### config.mk
export PLATFORM = sky130hd
export DESIGN_NAME = pmu_regbank
export DESIGN_NICKNAME = d
export VERILOG_FILES = /design/src/rtl/pmu_pkg.sv /design/src/rtl/pmu_counter.sv /design/src/rtl/pmu_access.sv /design/src/rtl/pmu_regbank.sv
export SDC_FILE = /design/constraint.sdc
export NUM_CORES = 1
export LEC_CHECK = 0
export ABC_AREA = 1
export BUFFER_PORTS_ARGS = -buffer_cell sky130_fd_sc_hd__buf_2
export CAP_MARGIN = 30
export CORE_MARGIN = 2
export CORE_UTILIZATION = 51
export CTS_CLUSTER_SIZE = 10
export DETAILED_ROUTE_END_ITERATION = 6
export PLACE_DENSITY = 0.65
export REMOVE_ABC_BUFFERS = 1
export SLEW_MARGIN = 0
export SYNTH_ARGS = -nofsm -noshare
export SYNTH_HDL_FRONTEND = slang
export SYNTH_SLANG_ARGS = --single-unit
### constraint.sdc
create_clock -name clk_i -period 2.7 [get_ports clk_i]
set_clock_uncertainty 0.05 [all_clocks]
set_input_delay 0.54 -clock clk_i [delete_from_list [all_inputs] [get_ports clk_i]]
set_output_delay 0.54 -clock clk_i [all_outputs]
set_load 0.1 [all_outputs]
### src/rtl/pmu_pkg.sv
package pmu_pkg;
  localparam int ADDR_W = 3;
  localparam int SEL_W  = 5;

  typedef enum logic [ADDR_W-1:0] {
    REG_CTRL  = 3'd0,
    REG_CYC   = 3'd1,
    REG_SEL   = 3'd2,
    REG_EVSEL = 3'd3,
    REG_EVCNT = 3'd4,
    REG_UEN   = 3'd5
  } reg_addr_e;

  // control register, bit 0 is glb_en
  typedef struct packed {
    logic evt_clr;
    logic cyc_clr;
    logic cyc_en;
    logic glb_en;
  } ctrl_t;
endpackage

### src/rtl/pmu_counter.sv
module pmu_counter #(
  parameter int W = 32
) (
  input  logic         clk_i,
  input  logic         rst_ni,
  input  logic         clr_i,
  input  logic         ld_i,
  input  logic [W-1:0] ld_val_i,
  input  logic         inc_i,
  output logic [W-1:0] cnt_o
);
  logic [W-1:0] cnt_q, cnt_d;
  logic         cnt_en;

  // clear beats load, load beats increment
  always_comb begin
    cnt_en = clr_i || ld_i || inc_i;
    if (clr_i)     cnt_d = '0;
    else if (ld_i) cnt_d = ld_val_i;
    else           cnt_d = cnt_q + W'(1);
  end

  always_ff @(posedge clk_i or negedge rst_ni) begin
    if (!rst_ni)     cnt_q <= '0;
    else if (cnt_en) cnt_q <= cnt_d;
  end

  assign cnt_o = cnt_q;
endmodule

### src/rtl/pmu_access.sv
module pmu_access
  import pmu_pkg::*;
(
  input  logic [ADDR_W-1:0] addr_i,
  input  logic              wr_en_i,
  input  logic              rd_en_i,
  input  logic              priv_i,
  input  logic              uen_i,
  output logic              wr_ok_o,
  output logic              rd_ok_o,
  output logic              deny_o
);
  logic is_uen;

  always_comb begin
    is_uen  = (addr_i == REG_UEN);
    rd_ok_o = rd_en_i && (priv_i || uen_i || is_uen);
    wr_ok_o = wr_en_i && (priv_i || (uen_i && !is_uen));
    deny_o  = (rd_en_i && !rd_ok_o) || (wr_en_i && !wr_ok_o);
  end
endmodule

### src/rtl/pmu_regbank.sv
module pmu_regbank
  import pmu_pkg::*;
#(
  parameter int CNT_W   = 32,
  parameter int NUM_CNT = 3,
  parameter int NUM_EVT = 8,
  parameter int DATA_W  = 32
) (
  input  logic              clk_i,
  input  logic              rst_ni,
  input  logic [ADDR_W-1:0] addr_i,
  input  logic [DATA_W-1:0] wdata_i,
  input  logic              wr_en_i,
  input  logic              rd_en_i,
  input  logic              priv_i,
  input  logic [NUM_EVT-1:0] evt_i,
  output logic [DATA_W-1:0] rdata_o,
  output logic              err_o
);
  localparam int ESEL_W = (NUM_EVT > 1) ? $clog2(NUM_EVT) : 1;

  logic              wr_ok, rd_ok, deny;
  ctrl_t             ctrl_q, ctrl_d;
  logic [SEL_W-1:0]  sel_q, sel_d;
  logic              uen_q, uen_d;
  logic [DATA_W-1:0] rdata_q, rdata_d, rd_val;
  logic              err_q;
  logic              wr_ctrl, wr_cyc, wr_sel, wr_esel, wr_ecnt, wr_uen;
  logic              idx_ok, cyc_run, cyc_clr;
  logic [CNT_W-1:0]  cyc_cnt;
  logic [ESEL_W-1:0] esel_all [NUM_CNT];
  logic [CNT_W-1:0]  ecnt_all [NUM_CNT];

  pmu_access u_acc (
    .addr_i  (addr_i),
    .wr_en_i (wr_en_i),
    .rd_en_i (rd_en_i),
    .priv_i  (priv_i),
    .uen_i   (uen_q),
    .wr_ok_o (wr_ok),
    .rd_ok_o (rd_ok),
    .deny_o  (deny)
  );

  always_comb begin
    wr_ctrl = wr_ok && (addr_i == REG_CTRL);
    wr_cyc  = wr_ok && (addr_i == REG_CYC);
    wr_sel  = wr_ok && (addr_i == REG_SEL);
    wr_esel = wr_ok && (addr_i == REG_EVSEL);
    wr_ecnt = wr_ok && (addr_i == REG_EVCNT);
    wr_uen  = wr_ok && (addr_i == REG_UEN);
    idx_ok  = (sel_q < SEL_W'(NUM_CNT));
    cyc_run = ctrl_q.glb_en && ctrl_q.cyc_en;
    cyc_clr = ctrl_q.cyc_clr;
  end

  // next state of the small registers
  always_comb begin
    ctrl_d         = ctrl_q;
    ctrl_d.cyc_clr = 1'b0;
    ctrl_d.evt_clr = 1'b0;
    if (wr_ctrl) ctrl_d = ctrl_t'(wdata_i[3:0]);
    sel_d = wr_sel ? wdata_i[SEL_W-1:0] : sel_q;
    uen_d = wr_uen ? wdata_i[0] : uen_q;
  end

  // read mux
  always_comb begin
    rd_val = '0;
    case (addr_i)
      REG_CTRL: rd_val = DATA_W'(ctrl_q);
      REG_CYC:  rd_val = DATA_W'(cyc_cnt);
      REG_SEL:  rd_val = DATA_W'(sel_q);
      REG_UEN:  rd_val = DATA_W'(uen_q);
      REG_EVSEL: begin
        for (int k = 0; k < NUM_CNT; k++)
          if (idx_ok && (sel_q == SEL_W'(k))) rd_val = DATA_W'(esel_all[k]);
      end
      REG_EVCNT: begin
        for (int k = 0; k < NUM_CNT; k++)
          if (idx_ok && (sel_q == SEL_W'(k))) rd_val = DATA_W'(ecnt_all[k]);
      end
      default: rd_val = '0;
    endcase
    rdata_d = rd_ok ? rd_val : '0;
  end

  always_ff @(posedge clk_i or negedge rst_ni) begin
    if (!rst_ni) begin
      ctrl_q  <= '0;
      sel_q   <= '0;
      uen_q   <= 1'b0;
      rdata_q <= '0;
      err_q   <= 1'b0;
    end else begin
      ctrl_q  <= ctrl_d;
      sel_q   <= sel_d;
      uen_q   <= uen_d;
      rdata_q <= rdata_d;
      err_q   <= deny;
    end
  end

  pmu_counter #(.W(CNT_W)) u_cyc (
    .clk_i    (clk_i),
    .rst_ni   (rst_ni),
    .clr_i    (cyc_clr),
    .ld_i     (wr_cyc && !cyc_run),
    .ld_val_i (wdata_i[CNT_W-1:0]),
    .inc_i    (cyc_run),
    .cnt_o    (cyc_cnt)
  );

  for (genvar k = 0; k < NUM_CNT; k++) begin : g_evt
    logic              pick;
    logic [ESEL_W-1:0] esel_q;

    assign pick = idx_ok && (sel_q == SEL_W'(k));

    always_ff @(posedge clk_i or negedge rst_ni) begin
      if (!rst_ni)               esel_q <= '0;
      else if (wr_esel && pick)  esel_q <= wdata_i[ESEL_W-1:0];
    end

    assign esel_all[k] = esel_q;

    pmu_counter #(.W(CNT_W)) u_ecnt (
      .clk_i    (clk_i),
      .rst_ni   (rst_ni),
      .clr_i    (ctrl_q.evt_clr),
      .ld_i     (wr_ecnt && pick),
      .ld_val_i (wdata_i[CNT_W-1:0]),
      .inc_i    (ctrl_q.glb_en && evt_i[esel_q]),
      .cnt_o    (ecnt_all[k])
    );
  end

  assign rdata_o = rdata_q;
  assign err_o   = err_q;
endmodule

==> metrics <==
result of the run=complete, no violations; Most Frequent Cell on Critical Path=nand2_1; final hold vios=0; CP Data Arrival Time=2640 ps; vias in the first global route=13500; Slowest-stage cell, CP=dfrtp_1; drt first-iter violations=1268; slowest stage delay, CP=550 ps; peak supply drop=474 µV; # hold bufs at CTS=0; Pins Over Slew Limit=0; crit end category=flip-flop; port buffer count=80; Setup crit start=g_evt[2].u_ecnt.cnt_o[0]$_DFFE_PN0P_; total grt overflow=0; WL/cell=18.6 µm; adder and majority gate portion of the synthesized area=0.373%; Yosys top cell by area=dfrtp_1; Synth area leaders=dfrtp_1 (34%), nand2_1 (26%), nor2_1 (10%); FF-to-FF Start=g_evt[2].u_ecnt.cnt_o[0]$_DFFE_PN0P_; Final Power=0.00988 W; post-synthesis to final-layout area growth=10.0%; Via Count=14400; delay-heaviest family, CP=simple AND/OR/NAND/NOR gates; RSZ-0062 raised after global routing=no; CP Max Fanout=7; commonest cells after routing, fill and taps aside=nand2_1 (927), nor2_1 (360), dfrtp_1 (179); Final setup viols=0; top cell type's share of synthesized area=33.6%; final period utilization=86.9%; relative slew slack=50.5%; CTS Buf Count=17; max_cap viols=0; # IOs=81; WS Path Type=flip-flop to flip-flop; CTS tree=built; Cell Area, Synth=0.0134 mm²; initial antenna violation count=0; largest net degree at the start of global routing=68; Compound-Gate Fraction of Synth Area=9.48%; Fin Hold WS=48.5 ps; Synth Area in Simple Gates=45.7%; Yosys cell types=39; most common cell after layout, fill and taps aside=nand2_1; area of the multi-input gates=0.00782 mm²; final instance area=0.0148 mm²; final core occ=57.0%; chip height=166 µm; clk sink count=180; CTS root buf=clkbuf_16; CP cell instances=ha_1, inv_1, nor2_1, nand2_1, nor2_1, nand2_1, nand2_1, nand2_1, nand2_1, inv_1, nand2_1, nand2_1; Worst setup SP type=flip-flop; post-cts repair resize count=0; Min Clock Period, post-route=2350 ps; FMAX=426 MHz; htree depth=4; Total Wirelength=48700 µm; worst-case clock buffer depth=2; Final ANT Viol Nets=0; Post-Synth XOR/XNOR Area=2.74%; Required @ worst endpoint=2990 ps; Tot GR Track Use=35.5%; post-synthesis sequential area ratio=33.6%; register area=0.00451 mm²; dpl hpwl=36700 µm; Yosys warning count=0; Slew @ Worst Pin=742 ps; DRC viols=0; first-pass GRT wire length=76500 µm; ANT cells=0; Initial Utilization=51.8%; Buffers & Inverters on Critical Path=2; drt pass-1 iters=6; Clock Latency Late Sink=450 ps; Post-Syn Instances=2221; Final #Nets=2318; area post-placement=0.0141 mm²; flops & latches, synth=180; Filler Cell Count=2695; share of cells above drive strength 1=7.59%; Synth Area per Inst=6.04 µm²; proportion of synthesized area in mux cells=0%; Post-CTS Setup Bufs=0; worst hold path class=input pin to async pin; PD cells=670 mW/mm²; core area=0.0259 mm²; floorplan row count=59; Placer Congestion=0.992; combinational family with the most area after synthesis=simple AND/OR/NAND/NOR gates; Pleak=7.31 nW; DIE AREA=0.0276 mm²; Worst-path clk slew=90 ps; die width=166 µm; vias per inst=5.50
through the flow:
step,setup TNS (ps),setup WS (ps),cells
after CTS,0,432,2613
after global placement,0,316,2581
after global routing,0,184,2614
after detailed placement,0,275,2581
after floorplan,-4320,-136,2143
final,0,354,2614
sequential cells by signal, indices dropped and copies added (netlist names):
signal / cells
ctrl_q: 3
cyc_clr: 1
err_o: 1
g_evt.esel_q: 9
g_evt.u_ecnt.cnt_o: 96
rdata_o: 32
sel_q: 5
u_cyc.cnt_o: 32
uen_q: 1
Yosys cell counts (all sizes together):
cell,count
nor2,368
nand3,182
ha,4
and2,2
a31oi,1
nand4,8
clkbuf,25
o21ai,117
buf,53
o22ai,9
nand3b,10
inv,180
xor2,33
nor3b,1
nand2,933
xnor2,9
nor3,5
o21bai,13
a21oi,53
dfrtp,180
o21a,2
o211ai,30
or2,2
o221ai,1
layout make-up:
type | count | area share, %
well taps | 335 | 2.84
inverters | 180 | 4.59
clock inverters | 14 | 1.30
multi-input cells | 1783 | 53.0
flip-flops and latches | 180 | 30.5
repair buffers | 104 | 4.81
clock buffers | 18 | 2.98
kinds of logic after synthesis:
kind of cell,count (synthesis)
compound gates,226
xor+xnor,42
flops,180
buf+inv,258
fa+ha+maj,4
simple gates,1511
layer usage:
metal | share of wire, % | GRT usage, % | up-vias
met2 | 44 | 55.5 | 549
li1 | - | - | 7052
met1 | 43 | 50.0 | 6660
met5 | 0 | 0 | -
met3 | 8.0 | 4.29 | 108
met4 | 4.3 | 15.0 | 0
worst paths after layout:
check | endpoint | slack, ps | depth (start not counted)
worst max-delay path | g_evt[2].u_ecnt.cnt_o[16]$_DFFE_PN0P_ | 350 | 12
worst min-delay path | u_cyc.cnt_o[18]$_DFFE_PN0P_ | 50 | 1
worst max register to register | g_evt[2].u_ecnt.cnt_o[16]$_DFFE_PN0P_ | 350 | 12
worst min register to register | g_evt[1].u_ecnt.cnt_o[31]$_DFFE_PN0P_ | 480 | 2
max in group asynchronous | g_evt[0].u_ecnt.cnt_o[18]$_DFFE_PN0P_ | 1840 | 2
min in group clk_i | sel_q[1]$_DFFE_PN0P_ | 320 | 3
power breakdown:
group | leakage [nW] | switching, W | internal, W
Combinational | 4.58 | 0.00183 | 0.000994
Sequential | 2.43 | 0.00102 | 0.00331
Clock | 0.297 | 0.00129 | 0.00144
Total | 7.31 | 0.00414 | 0.00575
No activity file was read; power rests on OpenSTA's default activity.
